[config.mk]
export PLATFORM = sky130hd
export DESIGN_NAME = seg_dac_decoder
export DESIGN_NICKNAME = d
export VERILOG_FILES = /design/src/rtl/seg_dac_pkg.sv /design/src/rtl/seg_slot_counter.sv /design/src/rtl/seg_dac_chan.sv /design/src/rtl/seg_dac_decoder.sv
export SDC_FILE = /design/constraint.sdc
export NUM_CORES = 1
export LEC_CHECK = 0
export BUFFER_PORTS_ARGS = -buffer_cell sky130_fd_sc_hd__buf_2
export CAP_MARGIN = 15
export CELL_PAD_IN_SITES_DETAIL_PLACEMENT = 1
export CELL_PAD_IN_SITES_GLOBAL_PLACEMENT = 2
export CORE_ASPECT_RATIO = 1.25
export CORE_MARGIN = 2
export CORE_UTILIZATION = 30
export DETAILED_ROUTE_END_ITERATION = 10
export PLACE_DENSITY_LB_ADDON = 0.1
export SLEW_MARGIN = 30
export SYNTH_ARGS = -nofsm -noshare
export SYNTH_HDL_FRONTEND = slang
export SYNTH_SLANG_ARGS = --single-unit
[constraint.sdc]
create_clock -name clk -period 1.7 [get_ports clk]
set_input_delay 0.085 -clock clk [delete_from_list [all_inputs] [get_ports clk]]
set_output_delay 0.085 -clock clk [all_outputs]
set_load 0.03 [all_outputs]
[src/rtl/seg_dac_pkg.sv]
package seg_dac_pkg;
  localparam int DEF_CODE_W = 18;
  localparam int DEF_TAP_W  = 9;
  localparam int DEF_PWM_W  = 3;
  localparam int DEF_NCH    = 2;
endpackage

[src/rtl/seg_slot_counter.sv]
module seg_slot_counter #(
  parameter int PWM_W = 3
) (
  input  logic             clk,
  input  logic             rst,
  output logic [PWM_W-1:0] slot_q,
  output logic [PWM_W-1:0] slot_nxt,
  output logic             period_end
);
  localparam logic [PWM_W-1:0] LAST = '1;

  // free-running slot index; wraps at the width limit
  always_ff @(posedge clk) begin
    if (rst) slot_q <= '0;
    else     slot_q <= slot_nxt;
  end

  always_comb begin
    slot_nxt   = slot_q + PWM_W'(1);
    period_end = (slot_q == LAST);
  end
endmodule

[src/rtl/seg_dac_chan.sv]
module seg_dac_chan #(
  parameter int CODE_W = 18,
  parameter int TAP_W  = 9,
  parameter int PWM_W  = 3,
  parameter int LS_W   = 6
) (
  input  logic              clk,
  input  logic              rst,
  input  logic              init_n,
  input  logic              stb,
  input  logic [CODE_W-1:0] data_in,
  input  logic              period_end,
  input  logic [PWM_W-1:0]  slot_nxt,
  output logic [TAP_W-1:0]  tap_o,
  output logic              up_o,
  output logic [LS_W-1:0]   lo_o,
  output logic [LS_W-1:0]   hi_o
);
  localparam logic [CODE_W-1:0] MID = {1'b1, {(CODE_W-1){1'b0}}};

  logic [CODE_W-1:0] pend_q, act_q, act_d, obin;
  logic              up_q;
  logic [LS_W-1:0]   hi_q;

  always_comb begin
    // offset binary: flip the sign bit
    obin  = {~data_in[CODE_W-1], data_in[CODE_W-2:0]};
    // the active code is swapped only at a period boundary
    act_d = period_end ? pend_q : act_q;
  end

  always_ff @(posedge clk) begin
    if (rst || !init_n) begin
      pend_q <= MID;
      act_q  <= MID;
      up_q   <= 1'b0;
      hi_q   <= '1;
    end else begin
      if (stb) pend_q <= obin;
      act_q <= act_d;
      up_q  <= (slot_nxt < act_d[LS_W +: PWM_W]);
      hi_q  <= ~act_d[LS_W-1:0];
    end
  end

  assign tap_o = act_q[CODE_W-1 -: TAP_W];
  assign up_o  = up_q;
  assign lo_o  = act_q[LS_W-1:0];
  assign hi_o  = hi_q;
endmodule

[src/rtl/seg_dac_decoder.sv]
module seg_dac_decoder
  import seg_dac_pkg::*;
#(
  parameter int CODE_W = DEF_CODE_W,
  parameter int TAP_W  = DEF_TAP_W,
  parameter int PWM_W  = DEF_PWM_W,
  parameter int NCH    = DEF_NCH,
  parameter int LS_W   = CODE_W - TAP_W - PWM_W
) (
  input  logic                  clk,
  input  logic                  rst,
  input  logic                  init_n,
  input  logic                  smp_stb,
  input  logic [NCH*CODE_W-1:0] smp_data,
  output logic [NCH*TAP_W-1:0]  tap_idx,
  output logic [NCH-1:0]        tap_up,
  output logic [NCH*LS_W-1:0]   trim_lo,
  output logic [NCH*LS_W-1:0]   trim_hi
);
  logic [PWM_W-1:0] slot_q, slot_nxt;
  logic             period_end;

  seg_slot_counter #(.PWM_W(PWM_W)) u_slot (
    .clk(clk), .rst(rst), .slot_q(slot_q), .slot_nxt(slot_nxt),
    .period_end(period_end)
  );

  for (genvar c = 0; c < NCH; c++) begin : g_ch
    seg_dac_chan #(
      .CODE_W(CODE_W), .TAP_W(TAP_W), .PWM_W(PWM_W), .LS_W(LS_W)
    ) u_chan (
      .clk(clk), .rst(rst), .init_n(init_n), .stb(smp_stb),
      .data_in(smp_data[c*CODE_W +: CODE_W]),
      .period_end(period_end), .slot_nxt(slot_nxt),
      .tap_o(tap_idx[c*TAP_W +: TAP_W]), .up_o(tap_up[c]),
      .lo_o(trim_lo[c*LS_W +: LS_W]), .hi_o(trim_hi[c*LS_W +: LS_W])
    );
  end
endmodule

==> results of run 1 <==
[state kept, by name, indices dropped and copies added (netlist names)]
register            cells
g_ch.u_chan.hi_o       12
g_ch.u_chan.pend_q     36
g_ch.u_chan.up_o        2
g_ch.u_chan.act_q      36
u_slot.slot_q           3
[worst max-delay path by stage]
| stage | from | endpoint | depth (start not counted) |
|---|---|---|---|
| floorplan | u_slot.slot_q[0] | g_ch[1].u_chan.up_o | 9 |
| global placement | u_slot.slot_q[1] | g_ch[0].u_chan.up_o | 7 |
| detailed placement | u_slot.slot_q[1] | g_ch[1].u_chan.up_o | 7 |
| CTS | u_slot.slot_q[1] | g_ch[1].u_chan.up_o | 6 |
| global route | u_slot.slot_q[0] | g_ch[1].u_chan.up_o | 7 |
| finish | u_slot.slot_q[1] | g_ch[1].u_chan.up_o | 7 |
[per-stage QoR]
step           hold slack (ns)  std cells  worst slack [ns]  utilization [%]
2_1_floorplan            0.144        311            -0.129                -
3_3_place_gp             0.300        492             0.104             33.8
3_5_place_dp             0.301        492            0.0305             33.8
4_1_cts                0.00215        537           0.00102             39.4
5_1_grt                 0.0361        542           -0.0348             40.0
6_report               0.00794        542            0.0635             40.0
[synthesized netlist by cell type]
| master | count | share of area [%] |
|---|---|---|
| buf_2 | 6 | 0.89 |
| buf_12 | 1 | 0.59 |
| nor2_1 | 57 | 6.3 |
| and2_4 | 2 | 0.52 |
| nor2b_1 | 3 | 0.56 |
| nand2b_1 | 3 | 0.56 |
| clkbuf_1 | 3 | 0.33 |
| o221ai_1 | 2 | 0.52 |
| buf_4 | 34 | 7.6 |
| ha_1 | 6 | 2.2 |
| nand2_1 | 8 | 0.89 |
| mux2_2 | 10 | 3.3 |
| o21ai_0 | 2 | 0.30 |
| dfxtp_1 | 89 | 53 |
| mux2_4 | 2 | 0.89 |
| nor3b_2 | 2 | 0.74 |
| and2_1 | 8 | 1.5 |
| mux2i_1 | 58 | 17 |
| inv_1 | 12 | 1.3 |
| buf_6 | 3 | 1.0 |
[what timing repair did]
item | 4_1_cts | 5_1_grt
hold buffers | 29 | 0
endpoints found under the setup margin | 0 | 2
endpoints found under the hold margin | 31 | 0
setup buffers | 0 | 5
gates resized for setup | 0 | 2
[cell type report]
class / count / area [µm²] / share of cell area (%)
Sequential cell: 89 / 1780 / 40.5
Multi-Input combinational cell: 163 / 1230 / 28.0
Timing Repair Buffer: 127 / 843 / 19.1
Clock buffer: 12 / 256 / 5.82
Tap cell: 135 / 169 / 3.83
Clock inverter: 4 / 75.1 / 1.70
Inverter: 12 / 45.0 / 1.02
[critical path: cells and delay by family (launching register included)]
| family | cells | cell delay [ns] |
|---|---|---|
| adder cells (fa/ha/maj) | 3 | 0.54 |
| flip-flops | 1 | 0.35 |
| AND/OR/NAND/NOR | 2 | 0.28 |
| multiplexers | 1 | 0.25 |
| AO/OA/AOI/OAI | 1 | 0.10 |
[report_power, final]
part | internal [mW] | switching, mW
registers | 2.12 | 0.0203
logic | 0.177 | 0.138
clock network | 1.37 | 0.787
total | 3.67 | 0.946
[logic make-up (layout without fill, tap and decap cells)]
family	count (synthesis)	after routing	synth area share, %
AO/OA/AOI/OAI	4	4	0.815
adder cells (fa/ha/maj)	6	6	2.22
buffers and inverters	59	155	11.7
flip-flops	89	89	52.8
multiplexers	70	70	21.4
AND/OR/NAND/NOR	83	83	11.1
[per-layer routing]
metal	routed length (µm)	share of wire [%]
met5	0	0
met4	137	1.9
met3	265	3.7
met2	3630	51
met1	3090	43
==> metrics.md, run 1 <==
| Metric | Value |
|---|---|
| Layout cells sized above 1 | `33.4%` |
| Synth cell types | `20` |
| Filler Cell Count | `1223` |
| CP cell instances | `ha_4 > ha_4 > mux2i_2 > ha_1 > nand2b_1 > o221ai_1 > nor3b_2` |
| Startpoint Class | `flip-flop` |
| Area Overhead vs Synth | `30.5%` |
| Reg clk slew, reported paths | `0.06 ns` |
| Status | `finished, final reports clean` |
| Hold Crit Endpoint | `g_ch[1].u_chan.pend_q[11]` |
| Max Cap Viol | `0` |
| RSZ-0062 raised after global routing | `yes` |
| Maximum vdd ir drop | `415 µV` |
| Port-buffer cells | `83` |
| Vias in the first global route | `2460` |
| FF-to-FF End | `g_ch[1].u_chan.up_o` |
| Synth Register Bits | `89` |
| Die width | `98.9 µm` |
| Nets | `448` |
| Clk sinks | `89` |
| CP peak stage delay | `0.35 ns` |
| Final setup fails | `0` |
| IO Count | `84` |
| Period Utilization, post-route | `96.3%` |
| Routability cong. | `0.641` |
| GRT overflow | `0` |
| CP Class | `reg -> reg` |
| Critical-path cell with the highest stage delay | `dfxtp_2` |
| Commonest cells after routing, fill and taps aside | `87 x dfxtp_1, 83 x buf_2, 57 x nor2_1` |
| Fin. max-slew vios | `0` |
| Met2 Resource Use GR | `22.1%` |
| Core ar. | `11000 µm²` |
| Htree depth | `3` |
| Clock buffer depth | `2` |
| Hold Crit Class | `in -> reg` |
| Post-Synthesis Cells | `311` |
| Hpwl dp | `4710 µm` |
| 1st-pass router iterations | `4` |
| Sum Neg Setup Slack | `0 ns` |
| Reg2reg start | `u_slot.slot_q[1]` |
| Crit. End Element | `flip-flop` |
| Commonest non-fill, non-tap cell in the layout | `dfxtp_1` |
| CP Max Fanout | `8` |
| Clk root buf | `clkbuf_16` |
| Clock skew | `0.00811 ns` |
| FF-to-FF path depth | `7` |
| Yosys warning count | `0` |
| Startpoint of the worst hold path | `smp_data[29]` |
| FMAX | `611 MHz` |
| Largest net degree at the start of global routing | `39` |
| Via Count | `2312` |
| Top cell by count, worst path | `ha_4` |
| Starting Density | `30.6%` |
| Most Used Layer, Global Route | `met2` |
| Worst Tran Pin Value | `0.390 ns` |
| Placement row count | `43` |
| Post-route ant nets | `0` |
| Setup slack, reg-to-reg | `0.06 ns` |
| Relative slew slack | `74.0%` |
| Static leakage | `1.92 nW` |
| CTS tree | `done` |
| Syn Std Cell Area | `3380 µm²` |
| Worst EP required | `1.91 ns` |
| DRC Markers | `0` |
| First-pass GRT wire length | `11900 µm` |
| PD cells | `1050 nW/µm²` |
| Number of vias per cell | `4.27` |
| Register area share after synthesis | `52.8%` |
| Die Area | `12100 µm²` |
| Clock Latency Late Sink | `0.34 ns` |
| WL per Instance | `13.1 µm` |
| Minimum clock period | `1.64 ns` |
| Final Hold Vio Count | `0` |
| Met3 GRT Util | `2.56%` |
| Dpl cell area | `3730 µm²` |
| Grt met1 use | `14.5%` |
| Tot GR Track Use | `12.7%` |
| Worst EP arrival | `1.85 ns` |
| Antenna cells | `0` |
| Cell area after layout | `4410 µm²` |
| Initial DRC Count | `39` |
| Initial antenna violation count | `0` |
| Mean Syn Cell Area | `10.9 µm²` |
| Total detailed-routing wirelength | `7120 µm` |
| Die height | `123 µm` |
| Num CTS Buffers | `9` |
| Mapped Nets | `357` |
| Power Total | `4.61 mW` |
| WHS Path Cells | `3` |
No activity file was read; power rests on OpenSTA's default activity.
==> run 2: changes to the inputs <==
Settings changed: CORE_MARGIN 2 to unset.
==> metrics.md, run 2 (same netlist as run 1, synthesis figures left out) <==
| Metric | Value |
|---|---|
| Status | `finished, final reports clean` |
| WL per Instance | `12.9 µm (-1.9%)` |
| DRC Markers | `0 (unchanged)` |
| Power Total | `4.44 mW (-3.9%)` |
| Internal power | `3.50 mW (-4.5%)` |
| Reg clk slew, reported paths | `0.06 ns (about the same)` |
| Via Count | `2285 (-1.2%)` |
| Num CTS Buffers | `9 (unchanged)` |
| First-pass GRT wire length | `11600 µm (-2.9%)` |
| Area Overhead vs Synth | `28.7%` |
| Port-buffer cells | `83 (unchanged)` |
| Startpoint Class | `flip-flop` |
| FMAX | `604 MHz (-1.1%)` |
| Worst EP arrival | `1.88 ns (+0.03 ns)` |
| Relative slew slack | `71.6% (-2.4 points)` |
| Hold Crit Class | `in -> reg` |
| Cell area after layout | `4350 µm² (-1.4%)` |
| Worst Tran Pin Value | `0.427 ns (+0.0364 ns)` |
| Antenna cells | `0 (unchanged)` |
| IO Count | `84 (unchanged)` |
| Die width | `96.9 µm (-2.0%)` |
| Nets | `442 (-1.3%)` |
| Placement row count | `42 (-2.3%)` |
| Fin. max-slew vios | `0 (unchanged)` |
| Commonest non-fill, non-tap cell in the layout | `dfxtp_1` |
| Starting Density | `31.3% (+0.73 points)` |
| Initial DRC Count | `16 (-59%)` |
| CP Class | `reg -> reg` |
| CTS tree | `done` |
| Tot GR Track Use | `12.8% (+0.054 points)` |
| Top cell by count, worst path | `ha_4` |
| WHS Path Cells | `3 (unchanged)` |
| Period Utilization, post-route | `97.3% (+1.1 points)` |
| Clock buffer depth | `2 (unchanged)` |
| Gate power share | `6.9% (about the same)` |
| Number of vias per cell | `4.30 (+0.69%)` |
| Core ar. | `10800 µm² (-2.3%)` |
| Dpl cell area | `3710 µm² (-0.37%)` |
| Clock skew | `0.00744 ns (-0.000664 ns)` |
| Total detailed-routing wirelength | `6860 µm (-3.7%)` |
| P_sw | `0.931 mW (-1.6%)` |
| Htree depth | `3 (unchanged)` |
| Routability cong. | `0.668 (+4.3%)` |
| Critical-path cell with the highest stage delay | `dfxtp_4` |
| Commonest cells after routing, fill and taps aside | `87 x dfxtp_1, 83 x buf_2, 57 x nor2_1` |
| Die height | `121 µm (-1.6%)` |
| Worst setup margin | `0.0457 ns (-0.0179 ns)` |
| Crit. End Element | `flip-flop` |
| Pre-CTS WS | `0.0332 ns (+0.00267 ns)` |
| Die Area | `11700 µm² (-3.6%)` |
| Post-route ant nets | `0 (unchanged)` |
| RSZ-0062 raised after global routing | `yes` |
| FF-to-FF path depth | `5 (-2)` |
| Worst EP required | `1.92 ns (about the same)` |
| Maximum vdd ir drop | `384 µV (-7.5%)` |
| Clock share of power | `44.7% (-2.0 points)` |
| Clock Latency Late Sink | `0.33 ns (about the same)` |
| Largest net degree at the start of global routing | `42 (+7.7%)` |
| Vias in the first global route | `2342 (-4.8%)` |
| CP Max Fanout | `15 (+7)` |
| GRT overflow | `0 (unchanged)` |
| Final Hold Vio Count | `0 (unchanged)` |
| Hpwl dp | `4520 µm (-4.0%)` |
| Sequential share of power | `48.4% (+1.9 points)` |
| Final setup fails | `0 (unchanged)` |
| 1st-pass router iterations | `4 (unchanged)` |
| PD cells | `1020 nW/µm² (-2.5%)` |
| Net Sw Frac | `21.0% (+0.50 points)` |
| Initial antenna violation count | `0 (unchanged)` |
| Minimum clock period | `1.65 ns (+0.0179 ns)` |
| Clk root buf | `clkbuf_16` |
| Layout cells sized above 1 | `32.3% (-1.2 points)` |
| Max Cap Viol | `0 (unchanged)` |
| Static leakage | `1.89 nW (-1.7%)` |
| Clk sinks | `89 (unchanged)` |
| CP peak stage delay | `0.37 ns (+0.02 ns)` |
| CP cell instances | `ha_4 > ha_4 > buf_4 > mux2_2 > and2_1` |
-- run 2: worst max-delay path: cells and delay by family, from the launching register on --
| family | cells | cell delay (ns) |
|---|---|---|
| adders and majority gates | 2 | 0.35 |
| muxes | 1 | 0.36 |
| and+or+nand+nor | 1 | 0.16 |
| DFF | 1 | 0.37 |
| buffers and inverters | 1 | 0.30 |
-- run 2: cell type report --
class,instances,area [µm²]
clock inverter,3,40.0
clock buffer,12,256
fill,1209,6430
sequential,89,1790
tap,132,165
timing repair buffer,121,805
multi-input combinational,163,1250
inverter,12,45.0
-- run 2: path summary, 6_finish.rpt --
| check | start | end | slack, ns |
|---|---|---|---|
| hold reg to reg | u_slot.slot_q[0] | u_slot.slot_q[0] | 0.45 |
| setup / recovery | u_slot.slot_q[0] | g_ch[0].u_chan.act_q[4] | 0.05 |
| setup reg to reg | u_slot.slot_q[0] | g_ch[0].u_chan.act_q[4] | 0.05 |
| hold / removal | smp_data[3] | g_ch[0].u_chan.pend_q[3] | 0.01 |
-- run 2: through the flow --
stage	utilization (%)	hold slack (ns)	TNS (ns)	instances
floorplan	-	0.144	-0.257	311
CTS	40.0	0.000855	0	531
global placement	34.5	0.317	0	486
detailed placement	34.5	0.315	0	486
finish	40.3	0.00988	0	532
global route	40.3	0.0162	-0.315	532
-- run 2: power groups by stage --
stage / logic (mW) / clock network, mW / registers [mW]
floorplan: 0.172 / 0 / 2.19
global placement: 0.256 / 0 / 2.19
detailed placement: 0.261 / 0 / 2.19
CTS: 0.316 / 2.06 / 2.15
global route: 0.346 / 2.14 / 2.15
finish: 0.307 / 1.98 / 2.15
-- run 2: repair_timing --
action | in CTS | in global routing
setup endpoints to repair | 0 | 13
buffers inserted | 0 | 1
resized for setup | 0 | 6
hold endpoints to repair | 32 | 0
hold buffers | 30 | 0
-- run 2: routing by layer --
| layer | track usage, % | share of wire [%] | vias to the layer above |
|---|---|---|---|
| met5 | 0 | 0 | - |
| met1 | 15.1 | 46 | 1077 |
| li1 | - | - | 1146 |
| met4 | 7.84 | 2.3 | 0 |
| met3 | 2.49 | 3.4 | 11 |
| met2 | 21.3 | 49 | 51 |
==> run 3: changes to the inputs <==
Settings changed: ABC_CLOCK_PERIOD_IN_PS set to 1700, REMOVE_ABC_BUFFERS set to 1.
==> metrics.md, run 3 (same netlist as run 1, synthesis figures left out) <==
| Metric | Value |
|---|---|
| Status | `finished, final reports clean` |
| Starting Density | `31.3% (unchanged)` |
| Net Sw Frac | `21.3% (+0.34 points)` |
| Post-route ant nets | `0 (unchanged)` |
| Antenna cells | `0 (unchanged)` |
| Port-buffer cells | `83 (unchanged)` |
| Minimum clock period | `1.65 ns (-0.00146 ns)` |
| Total detailed-routing wirelength | `7070 µm (+3.1%)` |
| Die width | `96.9 µm (unchanged)` |
| IO Count | `84 (unchanged)` |
| Hold Crit Class | `in -> reg` |
| CP peak stage delay | `0.33 ns (-0.04 ns)` |
| CP cell instances | `ha_4 > ha_4 > buf_6 > mux2i_4 > ha_1 > o221ai_1 > nor3b_2` |
| First-pass GRT wire length | `11500 µm (-0.78%)` |
| Power Total | `4.26 mW (-4.0%)` |
| Commonest non-fill, non-tap cell in the layout | `dfxtp_1` |
| P_sw | `0.908 mW (-2.5%)` |
| Bufs and invs on worst path | `1 (unchanged)` |
| Hold slack | `0.00348 ns (-0.00640 ns)` |
| Met2 Resource Use GR | `22.6% (+1.3 points)` |
| Area Overhead vs Synth | `27.0%` |
| Final setup fails | `0 (unchanged)` |
| Nets | `438 (-0.90%)` |
| Core ar. | `10800 µm² (unchanged)` |
| Maximum vdd ir drop | `385 µV (+0.30%)` |
| Clk sinks | `89 (unchanged)` |
| CP Class | `reg -> reg` |
| Static leakage | `1.86 nW (-1.6%)` |
| Sum Neg Setup Slack | `0 ns (unchanged)` |
| Reg clk slew, reported paths | `0.06 ns (about the same)` |
| RSZ-0062 raised after global routing | `no` |
| Most Used Layer, Global Route | `met2` |
| Initial DRC Count | `42 (+26)` |
| Tot GR Track Use | `12.8% (+0.040 points)` |
| Largest net degree at the start of global routing | `59 (+40%)` |
| Placement row count | `42 (unchanged)` |
| CP Max Fanout | `6 (-9)` |
| Fin. max-slew vios | `0 (unchanged)` |
| Die height | `121 µm (unchanged)` |
| Worst Tran Pin Value | `0.291 ns (-0.136 ns)` |
| Met3 GRT Util | `2.43% (-0.058 points)` |
| Hpwl dp | `4540 µm (+0.49%)` |
| Sequential share of power | `50.4% (+2.0 points)` |
| Internal power | `3.35 mW (-4.4%)` |
| FMAX | `605 MHz (about the same)` |
| Die Area | `11700 µm² (unchanged)` |
| Commonest cells after routing, fill and taps aside | `87 x dfxtp_1, 83 x buf_2, 57 x nor2_1` |
| Relative slew slack | `80.6% (+9.0 points)` |
| Worst setup margin | `0.0471 ns (+0.00146 ns)` |
| Clock buffer depth | `2 (unchanged)` |
| Cell area after layout | `4290 µm² (-1.3%)` |
| 1st-pass router iterations | `3 (-1)` |
| Number of vias per cell | `4.32 (+0.68%)` |
| WL per Instance | `13.4 µm (+4.1%)` |
| Startpoint Class | `flip-flop` |
| Final Hold Vio Count | `0 (unchanged)` |
| Worst EP arrival | `1.87 ns (about the same)` |
| DRC Markers | `0 (unchanged)` |
| Htree depth | `3 (unchanged)` |
| Worst EP required | `1.91 ns (about the same)` |
| Routability cong. | `0.660 (-1.2%)` |
| Max Cap Viol | `0 (unchanged)` |
| Clk root buf | `clkbuf_16` |
| Initial antenna violation count | `0 (unchanged)` |
| Gate power share | `7.1% (+0.2 points)` |
| Clock share of power | `42.5% (-2.2 points)` |
| Period Utilization, post-route | `97.2% (about the same)` |
| Critical-path cell with the highest stage delay | `dfxtp_2` |
| Layout cells sized above 1 | `32.7% (+0.41 points)` |
| Dpl cell area | `3700 µm² (-0.27%)` |
| GRT overflow | `0 (unchanged)` |
| Clock Latency Late Sink | `0.33 ns (about the same)` |
| Vias in the first global route | `2370 (+1.2%)` |
| Clock skew | `0.00363 ns (-0.00381 ns)` |
| Critical path's top delay family | `adder cells` |
| Pre-CTS WS | `-0.0544 ns (-0.0876 ns)` |
| Crit. End Element | `flip-flop` |
| Grt met1 use | `14.1% (-1.0 points)` |
| Num CTS Buffers | `9 (unchanged)` |
| CTS tree | `done` |
| Via Count | `2279 (-0.26%)` |
| PD cells | `992 nW/µm² (-2.8%)` |
| Top cell by count, worst path | `ha_4` |
==> run 3: cell count changes in the layout (fill, tap and decap cells not counted), moves of 2 or more <==
cell | before | now
clkinv_2 | 2 | 0
dlygate4sd3_1 | 30 | 24
clkbuf_1 | 1 | 3
mux2i_4 | 1 | 3
==> run 3: repair_timing <==
action	in CTS	in global routing
gates resized for setup	1	13
buffers inserted	0	1
endpoints found under the setup margin	2	5
pin swaps	0	4
gates cloned	0	0
hold buffers	24	0
hold endpoints to repair	26	0
==> run 3: worst register-to-register path, stage by stage (launching register included) <==
cell and delay, ns:
dfxtp_2 0.33, ha_4 0.16, ha_4 0.20, buf_6 0.14, mux2i_4 0.18, ha_1 0.28
o221ai_1 0.09, nor3b_2 0.17
==> run 3: per-layer routing <==
layer | vias to the layer above | share of wire, % | routed length, µm
met2 | 49 | 51 | 3590
met4 | 0 | 2.4 | 172
li1 | 1140 | - | -
met5 | - | 0 | 0
met1 | 1080 | 43 | 3070
met3 | 10 | 3.3 | 235
==> run 3: worst paths after layout <==
kind | to | from | depth (start not counted) | slack [ns]
worst min register to register | g_ch[0].u_chan.act_q[17] | g_ch[0].u_chan.act_q[17] | 2 | 0.47
worst max register to register | g_ch[1].u_chan.up_o | u_slot.slot_q[0] | 7 | 0.05
worst min-delay path | g_ch[1].u_chan.pend_q[4] | smp_data[22] | 3 | 0.003
worst max-delay path | g_ch[1].u_chan.up_o | u_slot.slot_q[0] | 7 | 0.05
==> run 3: area by class of cell <==
| type | instances | area [µm²] |
|---|---|---|
| tap | 132 | 165 |
| clock buffer | 14 | 264 |
| multi-input combinational | 163 | 1270 |
| fill | 1213 | 6480 |
| timing repair buffer | 117 | 763 |
| sequential | 89 | 1780 |
| inverter | 12 | 45.0 |
==> run 3: power groups by stage <==
stage | combinational, mW | sequential [mW] | clock [mW]
floorplan | 0.126 | 2.19 | 0
global placement | 0.257 | 2.19 | 0
detailed placement | 0.260 | 2.19 | 0
CTS | 0.306 | 2.14 | 1.88
global route | 0.339 | 2.15 | 1.97
finish | 0.303 | 2.15 | 1.81
==> run 3: stage by stage <==
stage | util (%) | cells
2_1_floorplan | - | 264
3_3_place_gp | 34.4 | 488
3_5_place_dp | 34.4 | 488
4_1_cts | 39.2 | 526
5_1_grt | 39.8 | 527
6_report | 39.8 | 527
